==> config.mk <==
export PLATFORM = sky130hd
export DESIGN_NAME = switch_cmd_proc
export DESIGN_NICKNAME = d
export VERILOG_FILES = /design/src/rtl/swc_pkg.sv /design/src/rtl/swc_cmd_decode.sv /design/src/rtl/swc_status_reg.sv /design/src/rtl/swc_channel.sv /design/src/rtl/switch_cmd_proc.sv
export SDC_FILE = /design/constraint.sdc
export NUM_CORES = 1
export LEC_CHECK = 0
export BUFFER_PORTS_ARGS = -buffer_cell sky130_fd_sc_hd__buf_4
export CAP_MARGIN = 20
export CORE_AREA = 2 2 99 101
export CTS_BUF_LIST = sky130_fd_sc_hd__clkbuf_4 sky130_fd_sc_hd__clkbuf_8
export DETAILED_ROUTE_END_ITERATION = 8
export DIE_AREA = 0 0 101 103
export SYNTH_ARGS = -nofsm -noshare
export SYNTH_HDL_FRONTEND = slang
export SYNTH_SLANG_ARGS = --single-unit
==> constraint.sdc <==
create_clock -name clk -period 3.3 [get_ports clk]
set_input_delay 0.33 -clock clk [delete_from_list [all_inputs] [get_ports clk]]
set_output_delay 0.33 -clock clk [all_outputs]
set_load 0.02 [all_outputs]
==> src/rtl/swc_pkg.sv <==
package swc_pkg;
    typedef enum logic [2:0] {
        SW_WAIT_CMD,
        SW_WAIT_VAL,
        SW_WAIT_INV,
        SW_READ_STREAM,
        SW_CONFIRM,
        SW_POST_WRITE,
        SW_MUTE
    } swc_state_e;

    localparam logic [7:0] CMD_READ     = 8'hF5;
    localparam logic [7:0] CMD_WRITE    = 8'h5A;
    localparam logic [7:0] CONFIRM_CODE = 8'hAA;
endpackage

==> src/rtl/swc_cmd_decode.sv <==
module swc_cmd_decode
    import swc_pkg::*;
#(
    parameter int BYTE_W = 8
) (
    input  logic [BYTE_W-1:0] code,
    output logic              is_read,
    output logic              is_write
);
    always_comb begin
        is_read  = (code == BYTE_W'(CMD_READ));
        is_write = (code == BYTE_W'(CMD_WRITE));
    end
endmodule

==> src/rtl/swc_status_reg.sv <==
module swc_status_reg #(
    parameter int PIN_W = 4
) (
    input  logic               clk,
    input  logic               rst_n,
    input  logic               load,
    input  logic [PIN_W-1:0]   pins,
    output logic [2*PIN_W-1:0] status_q
);
    always_ff @(posedge clk or negedge rst_n) begin
        if (!rst_n) begin
            status_q <= '0;
        end else if (load) begin
            status_q <= {~pins, pins};
        end
    end
endmodule

==> src/rtl/swc_channel.sv <==
module swc_channel
    import swc_pkg::*;
#(
    parameter int PIN_W = 4,
    localparam int BYTE_W = 2 * PIN_W
) (
    input  logic              clk,
    input  logic              rst_n,
    input  logic              bus_reset,
    input  logic              rx_valid,
    input  logic [BYTE_W-1:0] rx_data,
    input  logic              tx_ready,
    input  logic [PIN_W-1:0]  pins,
    output logic              tx_valid,
    output logic [BYTE_W-1:0] tx_data,
    output logic [BYTE_W-1:0] latch_q
);
    swc_state_e        state_q, state_d;
    logic [BYTE_W-1:0] pending_q;
    logic [BYTE_W-1:0] status_q;
    logic              is_read, is_write;
    logic              inv_match;
    logic              take_rx;
    logic              status_load;
    logic              write_fire;

    swc_cmd_decode #(.BYTE_W(BYTE_W)) u_dec (
        .code     (rx_data),
        .is_read  (is_read),
        .is_write (is_write)
    );

    assign take_rx     = rx_valid && !bus_reset;
    assign inv_match   = ((~rx_data) == pending_q);
    assign write_fire  = take_rx && (state_q == SW_WAIT_INV) && inv_match;
    assign status_load = !bus_reset &&
                         (((state_q == SW_WAIT_CMD) && rx_valid && is_read) ||
                          ((state_q == SW_READ_STREAM) && tx_ready));

    swc_status_reg #(.PIN_W(PIN_W)) u_status (
        .clk      (clk),
        .rst_n    (rst_n),
        .load     (status_load),
        .pins     (pins),
        .status_q (status_q)
    );

    // next-state logic
    always_comb begin
        state_d = state_q;
        if (bus_reset) begin
            state_d = SW_WAIT_CMD;
        end else begin
            unique case (state_q)
                SW_WAIT_CMD: begin
                    if (rx_valid) begin
                        if (is_read)       state_d = SW_READ_STREAM;
                        else if (is_write) state_d = SW_WAIT_VAL;
                        else               state_d = SW_MUTE;
                    end
                end
                SW_WAIT_VAL: begin
                    if (rx_valid) state_d = SW_WAIT_INV;
                end
                SW_WAIT_INV: begin
                    if (rx_valid) state_d = inv_match ? SW_CONFIRM : SW_MUTE;
                end
                SW_READ_STREAM: state_d = SW_READ_STREAM;
                SW_CONFIRM: begin
                    if (tx_ready) state_d = SW_POST_WRITE;
                end
                SW_POST_WRITE: state_d = SW_POST_WRITE;
                SW_MUTE:       state_d = SW_MUTE;
                default:       state_d = SW_MUTE;
            endcase
        end
    end

    // state, pending value and latch
    always_ff @(posedge clk or negedge rst_n) begin
        if (!rst_n) begin
            state_q   <= SW_WAIT_CMD;
            pending_q <= '0;
            latch_q   <= '1;
        end else begin
            state_q <= state_d;
            if (bus_reset) begin
                pending_q <= '0;
            end else if (take_rx && state_q == SW_WAIT_VAL) begin
                pending_q <= rx_data;
            end
            if (write_fire) begin
                latch_q <= pending_q;
            end
        end
    end

    // outputs
    always_comb begin
        tx_valid = 1'b0;
        tx_data  = '0;
        unique case (state_q)
            SW_READ_STREAM: begin
                tx_valid = 1'b1;
                tx_data  = status_q;
            end
            SW_CONFIRM: begin
                tx_valid = 1'b1;
                tx_data  = BYTE_W'(CONFIRM_CODE);
            end
            default: begin
                tx_valid = 1'b0;
                tx_data  = '0;
            end
        endcase
    end

    assert_status_pair_R2: assert property (@(posedge clk) disable iff (!rst_n)
        (state_q == SW_READ_STREAM) |->
            (tx_valid && (tx_data[BYTE_W-1:PIN_W] == ~tx_data[PIN_W-1:0])));

    assert_read_persists_R3: assert property (@(posedge clk) disable iff (!rst_n)
        (state_q == SW_READ_STREAM && !bus_reset) |=> (state_q == SW_READ_STREAM));

    assert_latch_guard_R4: assert property (@(posedge clk) disable iff (!rst_n)
        !$stable(latch_q) |-> ($past(state_q) == SW_WAIT_INV));

    assert_confirm_code_R5: assert property (@(posedge clk) disable iff (!rst_n)
        (state_q == SW_CONFIRM) |-> (tx_valid && tx_data == BYTE_W'(CONFIRM_CODE)));

    assert_post_silent_R5: assert property (@(posedge clk) disable iff (!rst_n)
        (state_q == SW_POST_WRITE) |-> !tx_valid);

    assert_mute_hold_R6: assert property (@(posedge clk) disable iff (!rst_n)
        (state_q == SW_MUTE && !bus_reset) |=>
            (state_q == SW_MUTE && $stable(latch_q) && !tx_valid));

    assert_bus_reset_R8: assert property (@(posedge clk) disable iff (!rst_n)
        bus_reset |=> (state_q == SW_WAIT_CMD && pending_q == '0 && $stable(latch_q)));
endmodule

==> src/rtl/switch_cmd_proc.sv <==
module switch_cmd_proc #(
    parameter int N_DEV = 2,
    parameter int PIN_W = 4,
    localparam int BYTE_W = 2 * PIN_W
) (
    input  logic                    clk,
    input  logic                    rst_n,
    input  logic [N_DEV-1:0]        bus_reset,
    input  logic [N_DEV-1:0]        rx_valid,
    input  logic [N_DEV*BYTE_W-1:0] rx_data,
    input  logic [N_DEV-1:0]        tx_ready,
    input  logic [N_DEV*PIN_W-1:0]  pin_state,
    output logic [N_DEV-1:0]        tx_valid,
    output logic [N_DEV*BYTE_W-1:0] tx_data,
    output logic [N_DEV*BYTE_W-1:0] latch_q
);
    for (genvar d = 0; d < N_DEV; d++) begin : g_dev
        swc_channel #(.PIN_W(PIN_W)) u_chan (
            .clk       (clk),
            .rst_n     (rst_n),
            .bus_reset (bus_reset[d]),
            .rx_valid  (rx_valid[d]),
            .rx_data   (rx_data[d*BYTE_W +: BYTE_W]),
            .tx_ready  (tx_ready[d]),
            .pins      (pin_state[d*PIN_W +: PIN_W]),
            .tx_valid  (tx_valid[d]),
            .tx_data   (tx_data[d*BYTE_W +: BYTE_W]),
            .latch_q   (latch_q[d*BYTE_W +: BYTE_W])
        );
    end
endmodule

# Word-level counts from Yosys, hierarchy flattened
# Index checks and enable logic that the tools add are counted.
[totals]
memories = 0
mem_bits_rw = 0
wordCells = 90
latch_bits = 0
mem_bits_ro = 0
reg_bits = 54
out_inout_bits = 34
[classes]
muxes = 26
bitwise_logic = 4
n_eq_ne = 24
n_addsub = 0
n_mul = 0
shift = 0
n_reduce_logical = 28
magnitude_cmp = 0
div_mod_pow = 0
[ops]
columns = ["op", "count"]
rows = [
  ["2-to-1 mux 3 bit", 14],
  ["one-hot mux 3 bit (6 select lines)", 2],
  ["2-to-1 mux 8 bit", 4],
  ["one-hot mux 8 bit (2 select lines)", 2],
  ["inequality test 3 bit, second input constant", 8],
  ["== test 8 x 7 -> 1 bit, second input constant", 2],
  ["== test 8 bit", 2],
  ["== test 8 bit, second input constant", 2],
  ["logical AND 1 bit", 16],
  ["NOT 8 bit", 2],
  ["== test 3 x 2 -> 1 bit, second input constant", 4],
  ["== test 3 bit, second input constant", 4],
  ["NOT 4 bit", 2],
  ["AND reduction 4 bit", 2],
  ["== test 3 x 1 -> 1 bit, second input constant", 2],
  ["zero test 3 bit", 2],
  ["2-to-1 mux 2 bit", 2],
  ["nonzero test 2 bit", 2],
  ["OR reduction 2 bit", 2],
  ["zero test 1 bit", 2],
  ["logical OR 1 bit", 2],
  ["2-to-1 mux 1 bit", 2],
]

# Longest topological paths before layout
# Gate-level depths: netlist of the first run.
[logic_depth]
word_depth = 6
mapped_depth = 7
ltp_nobuf = 5

# By module
# From an unflattened synthesis of the first run, not the netlist that was laid out.
[unflattened]
hier_cells = 256
area_unflattened_um2 = 2825.2
[modules_own_cells]
columns = ["module", "instances", "cells_per_inst", "area_per_inst_um2"]
rows = [
  ["swc_channel", 2, 102, 1048.5],
  ["swc_status_reg", 2, 21, 321.6],
  ["swc_cmd_decode", 2, 5, 42.5],
]

# Worst setup path before layout of the first run
# Ideal clock, no wire load.
[synth_timing]
path_kind = "reg2out"
start = "reg g_dev[0].u_chan.state_q[1]"
end = "out tx_data[5]"
t_required_ps = 2970
slack_ps = 1524
t_arrival_ps = 1446
stages_incl_launch_ff = 6
cell_sequence = "dfrtp_1 -> buf_2 -> inv_1 -> nor3_2 -> inv_1 -> o21ai_0"
[synth_between]
elab_chain_len = 2
elab_cells_between_ends = 3
classes_between = "eq/ne: 2; mux: 1"
[synth_lines]
columns = ["element", "line", "source"]
rows = [
  ["from (decl)", "swc_channel.sv:18", "swc_state_e state_q, state_d;"],
  ["from (signal assigned)", "swc_channel.sv:86", "state_q <= state_d;"],
  ["== test 3 bit / == test 3 x 2 -> 1 bit (equally long branches)", "swc_channel.sv:102", "unique case (state_q)"],
  ["one-hot mux 8 bit (2 select lines) (*)", "swc_channel.sv:102", ""],
  ["to (decl)", "switch_cmd_proc.sv:14", "output logic [N_DEV*BYTE_W-1:0] tx_data,"],
]
# Every way passes the cells marked *; elsewhere a longest branch is shown, timed or not.

# Worst setup path in the final report of the first run
[layout_timing]
start = "reg g_dev[0].u_chan.state_q[1]"
end = "out tx_data[7]"
# The elaborated chain is that of the path after synthesis.

==> metrics.csv, run 1 <==
stage,metric,value,unit
die,dieArea,0.0104,mm2
clock_tree,clock_latency,0.29,ns
worst_setup_path,path_common_cell,inv_1,
clock_tree,cts_tree,done,
worst_setup_path,cp_max_fo,8,
sta,rsz0062_at_grt,false,
yosys,synth-seq-cells,54,
sta,hold_violations,0,
detailed_routing,dr.pass1.iters,4,
clock_tree,clk_pin_slew,0.10,ns
clock_tree,htree_num_levels,2,
yosys,avgSynthCellArea,10.2,um2
detailed_routing,drcViolationCount,0,
grt,grt_pass1_wl,9.65,mm
yosys,synth-async-reset-ratio,1.00,
power_and_ir_drop,ir_drop,0.407,mV
clock_tree,postCtsResizedCells,0,
clock_tree,clk_path_buf_depth,2,
die,ios,66,
finish,syn_to_final_growth,26.6,%
grt,antenna_found_initial,0,
min_path,hp-class,in2async,
sta,tightest_slew,0.674,ns
worst_setup_path,rr_worst_depth,5,
sta,fin_crit_sh,0.659,
sta,fmax,460,MHz
power_and_ir_drop,p_per_area,593,mW/mm2
finish,ff_latch_area,0.00137,mm2
yosys,synth_edf_count,0,
power_and_ir_drop,p_leak,0.00164,uW
clock_tree,postCtsSetupBuffers,0,
yosys,synth_warnings,0,
grt,grt_max_degree,55,
die,initial_core_util,0.290,
yosys,synth_area,0.00274,mm2
detailed_routing,drt-wirelength-per-cell,13.0,um
yosys,yosysMostFrequentCell,nand2_1,
sta,slew_headroom,0.551,
yosys,yosys.cell_types.count,42,
worst_setup_path,path_cells,inv_1 -> nor3_2 -> inv_1 -> o21ai_0 -> buf_4,
sta,tns,0,ns
worst_setup_path,r2r-start,g_dev[1].u_chan.state_q[2],
worst_setup_path,crit_slowest_cell,dfrtp_1,
yosys,yosysTopAreaCell,dfrtp_1,
clock_tree,cts_hold_buf,0,
worst_setup_path,crit_type,reg2out,
grt,grt_pass1_vias,2009,
finish,fin_util,0.367,
detailed_routing,ant_nets,0,
detailed_routing,vias,2126,
finish,nets,363,
yosys,syn_nets,300,
finish,nFillCells,983,
clock_tree,cts_buffers,5,
detailed_routing,drt_iter0_drc,80,
sta,fin_ws,1.12,ns
detailed_routing,wl,5.79,mm
worst_setup_path,critPathCaptureType,output pin,
yosys,synthDominantCellAreaShare,0.347,
clock_tree,root_buffer,clkbuf_8,
finish,antenna_cells,0,
yosys,synth_top_flop_cell,dfrtp_1,
worst_setup_path,critPathLaunchType,flip-flop,
worst_setup_path,r2r-end,g_dev[1].u_chan.state_q[1],
sta,final_max_slew_viol_count,0,
die,core,0.00946,mm2
placement,hpwl,4.34,mm
flow_run,max_cap_violations,0,
status,status,finished clean,
sta,clock_skew,0.00495,ns
placement,preCtsSetupSlack,1.39,ns
worst_setup_path,r2r_slack,1.38,ns
worst_setup_path,critPathArrivalTime,1.85,ns
yosys,seq_area_frac_synth,0.500,
grt,grt-ovfl-total,0,
detailed_routing,via_per_inst,4.77,
grt,grt_util_all_layers,0.115,
clock_tree,clock-sinks,54,
placement,io_buffers,65,
finish,multi_input_area,0.00125,mm2
die,die_h,103,um
worst_setup_path,critPathRequiredTime,2.97,ns
worst_setup_path,worst_path_largest_cell_delay,0.50,ns
yosys,syn_inst,268,
placement,gp_congestion,0.799,
sta,finalSetupViolCount,0,
yosys,synthTopCellsByCount,"nand2_1 (56), dfrtp_1 (38), o21ai_0 (23), mux2_2 (22), dfstp_2 (16)",
yosys,synth_area_leaders,"dfrtp_1 (35%), dfstp_2 (15%), mux2_2 (9.0%)",
finish,layout-drive-gt1-share,0.367,
die,fp.dieW,101,um
sta,min_period,2.18,ns
die,rows,36,
==> layer usage <==
layer	global-route usage	vias to the layer above	wire, um
met3	0.0231	4	251
met1	0.157	1028	2860
met4	0.0333	0	55
met2	0.187	51	2630
li1	-	1043	-
met5	0	-	0
==> per-stage QoR <==
stage / total power, uW / instances / hold slack [ns] / cell area, um2
floorplan: 1330 / 268 / 0.0344 / 2740
global placement: 1520 / 438 / 0.427 / 3330
detailed placement: 1540 / 438 / 0.423 / 3330
CTS: 2090 / 446 / 0.0850 / 3470
global route: 2210 / 446 / 0.111 / 3470
finish: 2060 / 446 / 0.0477 / 3470
==> where the power goes <==
| part | internal, uW | leakage (uW) | switching [uW] |
|---|---|---|---|
| combinational | 273 | 0.000920 | 336 |
| sequential | 796 | 0.000653 | 118 |
| clock | 324 | 0.0000714 | 211 |
==> layout make-up <==
class | instances | area share
clock buffer | 6 | 0.0238
clock inverter | 2 | 0.0173
multi-input combinational | 188 | 0.361
sequential | 54 | 0.395
inverter | 15 | 0.0162
tap | 114 | 0.0411
timing repair buffer | 67 | 0.145
==> layout by cell type, fill, tap and decap left out, types with 2 or more instances in the layout <==
cell type,count
xor2_1,3
a32oi_2,2
inv_1,12
and2_1,5
clkbuf_8,6
mux2_2,22
inv_2,2
mux2i_1,7
o21ai_0,23
dfstp_2,16
dfrtp_1,38
nand4bb_1,4
nand3_1,3
nand2_1,56
xnor2_1,13
nor4_1,7
nor3_1,3
a21oi_1,3
mux2_1,2
o32ai_1,4
buf_4,67
bufinv_16,2
nor2_1,13
==> state kept, by name, summed over array words and instances, names as in the netlist <==
register,cells
g_dev.u_chan.pending_q,16
g_dev.u_chan.state_q,6
g_dev.u_chan.u_status.status_q,16
g_dev.u_chan.latch_q,16
==> worst max path at each step <==
stage,slack (ns),endpoint,from
4_1_cts,1.08,tx_data[7],g_dev[0].u_chan.state_q[1]
2_1_floorplan,1.52,tx_data[5],g_dev[0].u_chan.state_q[1]
3_5_place_dp,1.39,g_dev[1].u_chan.latch_q[0],rx_data[14]
6_report,1.12,tx_data[7],g_dev[0].u_chan.state_q[1]
3_3_place_gp,1.40,g_dev[1].u_chan.latch_q[4],rx_data[14]
5_1_grt,0.88,tx_data[7],g_dev[0].u_chan.state_q[1]
==> kinds of logic (layout without fill, tap and decap cells) <==
| group | Yosys count | in the layout | synth area share |
|---|---|---|---|
| mux | 31 | 31 | 0.124 |
| compound gates | 41 | 41 | 0.0986 |
| simple gates | 100 | 100 | 0.184 |
| flops | 54 | 54 | 0.500 |
| buf+inv | 26 | 90 | 0.0420 |
| xor+xnor | 16 | 16 | 0.0511 |
==> critical path, delay by kind of cell, from the launching register on <==
kind | cells | cell delay [ns]
flip-flops | 1 | 0.50
buffers and inverters | 3 | 0.45
AND/OR/NAND/NOR | 1 | 0.41
AO/OA/AOI/OAI | 1 | 0.18
Note: power is estimated with default switching activity, not from simulation.
==> run 2, diff against run 1 <==
==> constraint.sdc (replaced) <==
create_clock -name clk -period 1.99 [get_ports clk]
set_input_delay 0.199 -clock clk [delete_from_list [all_inputs] [get_ports clk]]
set_output_delay 0.199 -clock clk [all_outputs]
set_load 0.02 [all_outputs]
==> run 2 against run 1 <==
- clock skew increased by 0.0064 ns
- largest cell class unchanged
- combinational power increased by 72%
- register-to-register slack got worse by 1.2 ns
- die area unchanged
- wire length increased by 1.2%
- first-iteration DRC count decreased by 15%
- sequential power increased by 65%
- final area increased by 0.72%
- core utilization increased by 0.26 points
- largest power group unchanged
- worst hold slack improved by 0.021 ns
- critical endpoint is now g_dev[1].u_chan.latch_q[4]
==> metrics.csv, run 2 (synthesized netlist as in run 1, its figures left out) <==
stage,metric,value,unit,change
status,status,finished clean,,
power_and_ir_drop,pwr-share-comb,0.327,,+0.031
placement,io_buffers,65,,unchanged
flow_run,max_cap_violations,0,,unchanged
sta,fin_crit_sh,0.931,,
placement,gp_congestion,0.818,,+2.4%
min_path,whs_path_depth,2,,
grt,busiest_layer,met2,,
min_path,min_to,g_dev[0].u_chan.u_status.status_q[6],,
finish,reg_top3,"g_dev.u_chan.latch_q: 16 flops, g_dev.u_chan.pending_q: 16 flops, g_dev.u_chan.u_status.status_q: 16 flops",,
clock_tree,clock_latency,0.31,ns,+0.02 ns
grt,grt_util_all_layers,0.116,,+0.000772
die,dieArea,0.0104,mm2,unchanged
die,die_h,103,um,unchanged
sta,hold_violations,0,,unchanged
power_and_ir_drop,internal_power,2080,uW,+49%
grt,grt.met2_usage,0.186,,-0.00103
worst_setup_path,cp_max_fo,8,,unchanged
power_and_ir_drop,p_per_area,917,mW/mm2,+55%
finish,layout_commonest_cell,buf_4,,
sta,final_max_slew_viol_count,0,,unchanged
finish,fin_area,0.00349,mm2,+0.72%
die,ios,66,,unchanged
clock_tree,clk_pin_slew,0.09,ns,about the same
sta,slew_headroom,0.544,,-0.00636
worst_setup_path,r2r-end,g_dev[1].u_chan.latch_q[4],,
clock_tree,root_buffer,clkbuf_8,,
finish,nets,371,,+2.2%
grt,grt_max_degree,55,,unchanged
worst_setup_path,cp_top_family,simple AND/OR/NAND/NOR gates,,
detailed_routing,wl,5.86,mm,+1.2%
power_and_ir_drop,ir_drop,0.651,mV,+60%
sta,hold_ws,0.0692,ns,+0.0215 ns
detailed_routing,via_per_inst,4.67,,-1.9%
finish,stdcell_count,454,,+1.8%
sta,fmax,540,MHz,
power_and_ir_drop,swShare,0.352,,+0.0284
worst_setup_path,r2r_slack,0.14,ns,-1.24 ns
power_and_ir_drop,switchingPower,1130,uW,+70%
placement,placed_area,0.00337,mm2,+1.4%
sta,min_period,1.85,ns,
min_path,hp-class,in2reg,,
finish,antenna_cells,0,,unchanged
worst_setup_path,r2r-start,g_dev[1].u_chan.pending_q[6],,
worst_setup_path,critPathRequiredTime,2.22,ns,-0.75 ns
detailed_routing,drcViolationCount,0,,unchanged
die,initial_core_util,0.290,,unchanged
die,rows,36,,unchanged
clock_tree,clock-sinks,54,,unchanged
min_path,min_from,pin_state[2],,
finish,layout_common_cells,"buf_4 (74), nand2_1 (56), dfrtp_1 (35)",,
clock_tree,cts_buffers,5,,unchanged
worst_setup_path,critPathCaptureType,flip-flop,,
die,core,0.00946,mm2,unchanged
sta,clock_skew,0.0114,ns,+0.00645 ns
worst_setup_path,path_buf_inv,1,,-2
power_and_ir_drop,seq_power_share,0.471,,+0.027
worst_setup_path,path_cells,xnor2_1 -> nor4_1 -> nand2_1 -> nor3_4 -> buf_4 -> mux2_2,,
detailed_routing,ant_nets,0,,unchanged
worst_setup_path,crit_slowest_cell,dfrtp_1,,
clock_tree,clk_path_buf_depth,2,,unchanged
grt,grt-ovfl-total,0,,unchanged
die,fp.dieW,101,um,unchanged
finish,syn_to_final_growth,27.5,%,
worst_setup_path,worst_path_largest_cell_delay,0.41,ns,-0.09 ns
clock_tree,htree_num_levels,2,,unchanged
worst_setup_path,critPathArrivalTime,2.08,ns,+0.23 ns
worst_setup_path,critPathLaunchType,flip-flop,,
power_and_ir_drop,pwr-share-clk,0.202,,-0.058
grt,grt_pass1_vias,2044,,+1.7%
detailed_routing,vias,2122,,-0.19%
clock_tree,cts_tree,done,,
placement,placed_cells,444,,+1.4%
detailed_routing,drt-wirelength-per-cell,12.9,um,-0.59%
sta,tightest_slew,0.683,ns,+0.00955 ns
grt,grt_pass1_wl,9.67,mm,+0.28%
sta,tns,0,ns,unchanged
grt,use_met1,0.156,,-0.00135
finish,layout-drive-gt1-share,0.388,,+0.0208
grt,antenna_found_initial,0,,unchanged
worst_setup_path,crit_type,reg2reg,,
sta,finalSetupViolCount,0,,unchanged
sta,rsz0062_at_grt,false,,
placement,hpwl,4.29,mm,-1.3%
detailed_routing,dr.pass1.iters,4,,unchanged
detailed_routing,drt_iter0_drc,68,,-15%
worst_setup_path,rr_worst_depth,6,,+1
power_and_ir_drop,p_leak,0.00166,uW,+0.92%
grt,grtUsageMet3,0.0237,,+0.000678
## run 2: cell count changes in the layout (fill, tap and decap cells not counted), sizes merged
cell,before,now
dlygate4sd3,0,1
clkinvlp,0,1
buf,67,74
clkinv,1,2
bufinv,2,0
## run 2: layout make-up
class | count | area, um2
clock buffer | 6 | 82.6
clock inverter | 2 | 12.5
fill | 951 | 5960
inverter | 15 | 56.3
multi-input combinational | 188 | 1260
sequential | 54 | 1380
tap | 114 | 143
timing repair buffer | 75 | 566
## run 2: per-stage QoR
stage / util / worst slack (ns) / total power [uW]
final: 0.369 / 0.138 / 3200
after global routing: 0.369 / 0.0107 / 3430
after CTS: 0.368 / 0.0494 / 3230
after detailed placement: 0.356 / 0.156 / 2560
after global placement: 0.356 / 0.176 / 2530
after floorplan: - / 0.261 / 2210
## run 2: worst max-delay path by stage
stage	end	startpoint	cells after the start
after floorplan	g_dev[1].u_chan.state_q[1]	g_dev[1].u_chan.state_q[1]	7
after global placement	g_dev[1].u_chan.latch_q[3]	g_dev[1].u_chan.pending_q[6]	6
after detailed placement	g_dev[1].u_chan.latch_q[4]	g_dev[1].u_chan.pending_q[6]	6
after CTS	tx_data[5]	g_dev[0].u_chan.state_q[1]	6
after global routing	tx_data[7]	g_dev[0].u_chan.state_q[0]	6
final	g_dev[1].u_chan.latch_q[4]	g_dev[1].u_chan.pending_q[6]	6
## run 2: power by group through the flow
| stage | combinational (uW) | sequential, uW | clock (uW) |
|---|---|---|---|
| 2_1_floorplan | 800 | 1410 | 0 |
| 3_3_place_gp | 1010 | 1520 | 0 |
| 3_5_place_dp | 1030 | 1530 | 0 |
| 4_1_cts | 1030 | 1510 | 689 |
| 5_1_grt | 1160 | 1540 | 730 |
| 6_report | 1050 | 1510 | 646 |
## run 2: timing repair
item                                   4_1_cts  5_1_grt
endpoints found under the hold margin       38        0
setup endpoints to repair                    2        3
buffers inserted                             0        1
hold buffers                                 1        0
resized for setup                            1        3
pin swaps                                    0        0
cloned                                       0        0
## run 2: per-layer routing
metal	vias up	wire length, um
li1	1066	-
met1	990	2840
met2	59	2640
met3	7	311
met4	0	70
met5	-	0
==> run 3, diff against run 2 <==
--- a/config.mk
+++ b/config.mk
@@ -11,6 +11,7 @@
 export CTS_BUF_LIST = sky130_fd_sc_hd__clkbuf_4 sky130_fd_sc_hd__clkbuf_8
 export DETAILED_ROUTE_END_ITERATION = 8
 export DIE_AREA = 0 0 101 103
+export MAX_ROUTING_LAYER = met4
 export SYNTH_ARGS = -nofsm -noshare
 export SYNTH_HDL_FRONTEND = slang
 export SYNTH_SLANG_ARGS = --single-unit
==> run 3 against run 2 <==
- wire length decreased by 0.26%
- non-clock buffer count unchanged
- sequential power about the same
- largest cell class unchanged
- first-iteration DRC count decreased by 18%
==> metrics.csv, run 3 (synthesized netlist as in run 1, its figures left out) <==
stage,metric,value,unit,change
finish,layout-drive-gt1-share,0.388,,unchanged
detailed_routing,wl,5.85,mm,-0.26%
flow_run,max_cap_violations,0,,unchanged
finish,layout_commonest_cell,buf_4,,
worst_setup_path,cp_top_family,simple AND/OR/NAND/NOR gates,,
die,core,0.00946,mm2,unchanged
clock_tree,cts_tree,done,,
finish,reg_top3,"g_dev.u_chan.latch_q: 16 flops, g_dev.u_chan.pending_q: 16 flops, g_dev.u_chan.u_status.status_q: 16 flops",,
worst_setup_path,critPathRequiredTime,2.22,ns,about the same
clock_tree,root_buffer,clkbuf_8,,
detailed_routing,drcViolationCount,0,,unchanged
sta,tightest_slew,0.683,ns,-0.000650 ns
sta,slew_headroom,0.545,,about the same
grt,grt-ovfl-total,0,,unchanged
sta,hold_violations,0,,unchanged
die,ios,66,,unchanged
worst_setup_path,path_cells,xnor2_1 -> nor4_1 -> nand2_1 -> nor3_4 -> buf_4 -> mux2_2,,
power_and_ir_drop,ir_drop,0.651,mV,about the same
detailed_routing,drt_iter0_drc,56,,-18%
worst_setup_path,critPathCaptureType,flip-flop,,
sta,fin_crit_sh,0.931,,about the same
placement,placed_cells,444,,unchanged
finish,syn_to_final_growth,27.5,%,unchanged
grt,grt_util_all_layers,0.120,,+0.00387
worst_setup_path,critPathLaunchType,flip-flop,,
clock_tree,clock-sinks,54,,unchanged
worst_setup_path,worst_path_largest_cell_delay,0.41,ns,about the same
finish,nets,371,,unchanged
detailed_routing,drt-wirelength-per-cell,12.9,um,-0.26%
clock_tree,clk_pin_slew,0.09,ns,about the same
sta,rsz0062_at_grt,false,,
min_path,hp-class,in2reg,,
finish,layout_common_cells,"buf_4 (74), nand2_1 (56), dfrtp_1 (35)",,
detailed_routing,ant_nets,0,,unchanged
detailed_routing,vias,2116,,-0.28%
sta,clock_skew,0.0110,ns,-0.000381 ns
placement,gp_congestion,0.830,,+1.5%
die,fp.dieW,101,um,unchanged
grt,grt_pass1_wl,9.68,mm,about the same
finish,stdcell_count,454,,unchanged
die,rows,36,,unchanged
sta,finalSetupViolCount,0,,unchanged
clock_tree,cts_buffers,5,,unchanged
grt,grt_max_degree,55,,unchanged
worst_setup_path,crit_slowest_cell,dfrtp_1,,
worst_setup_path,cp_max_fo,8,,unchanged
die,initial_core_util,0.290,,unchanged
finish,antenna_cells,0,,unchanged
worst_setup_path,r2r-start,g_dev[1].u_chan.pending_q[6],,
worst_setup_path,crit_type,reg2reg,,
detailed_routing,via_per_inst,4.66,,-0.28%
clock_tree,clock_latency,0.31,ns,about the same
power_and_ir_drop,p_leak,0.00166,uW,unchanged
sta,hold_ws,0.0689,ns,-0.000311 ns
sta,min_period,1.85,ns,-0.000275 ns
detailed_routing,dr.pass1.iters,4,,unchanged
grt,grt_pass1_vias,2041,,-0.15%
status,status,finished clean,,
die,die_h,103,um,unchanged
die,dieArea,0.0104,mm2,unchanged
placement,hpwl,4.29,mm,unchanged
placement,io_buffers,65,,unchanged
worst_setup_path,cp-startpoint,g_dev[1].u_chan.pending_q[6],,
worst_setup_path,path_buf_inv,1,,unchanged
clock_tree,htree_num_levels,2,,unchanged
power_and_ir_drop,p_per_area,917,mW/mm2,about the same
sta,final_max_slew_viol_count,0,,unchanged
grt,antenna_found_initial,0,,unchanged
clock_tree,clk_path_buf_depth,2,,unchanged
sta,tns,0,ns,unchanged
min_path,min_from,pin_state[2],,
sta,fmax,540,MHz,about the same
worst_setup_path,critPathArrivalTime,2.08,ns,about the same
run 3: power breakdown:
part	leakage [uW]	total [uW]	internal [uW]	switching, uW
Clock	0.0000472	646	281	365
Sequential	0.000650	1510	1330	184
Combinational	0.000963	1050	471	576
Total	0.00166	3200	2080	1130
run 3: final timing paths:
path | end | depth (start not counted) | slack [ns]
worst min register to register | g_dev[1].u_chan.u_status.status_q[4] | 2 | 0.50
min in group asynchronous | g_dev[1].u_chan.pending_q[1] | 2 | 0.48
worst min-delay path | g_dev[0].u_chan.u_status.status_q[6] | 2 | 0.07
worst max-delay path | g_dev[1].u_chan.latch_q[4] | 6 | 0.14
max in group asynchronous | g_dev[0].u_chan.state_q[2] | 2 | 1.01
worst max register to register | g_dev[1].u_chan.latch_q[4] | 6 | 0.14
run 3: repair_timing:
action / in CTS / in global routing
endpoints found under the setup margin: 2 / 3
hold buffers: 1 / 0
endpoints found under the hold margin: 38 / 0
resized for setup: 1 / 3
buffers inserted: 0 / 1
run 3: cell type report:
type                    count  area (um2)
multi-input cells         188        1260
fillers                   951        5960
well taps                 114         143
repair buffers             75         566
clock inverters             2        12.5
clock buffers               6        82.6
inverters                  15        56.3
flip-flops and latches     54        1380
run 3: stage by stage:
step	total power [uW]	util	setup slack, ns	cell area (um2)
after floorplan	2210	-	0.261	2740
after global placement	2530	0.356	0.176	3370
after detailed placement	2560	0.356	0.156	3370
after CTS	3230	0.368	0.0494	3480
after global routing	3430	0.369	0.0107	3490
final	3200	0.369	0.138	3490
run 3: routing by layer:
metal / vias up / wire (um) / global-route usage
met5: - / 0 / -
met4: 0 / 70 / 0.0426
met3: 7 / 299 / 0.0203
met2: 57 / 2620 / 0.186
met1: 986 / 2850 / 0.159
li1: 1066 / - / -
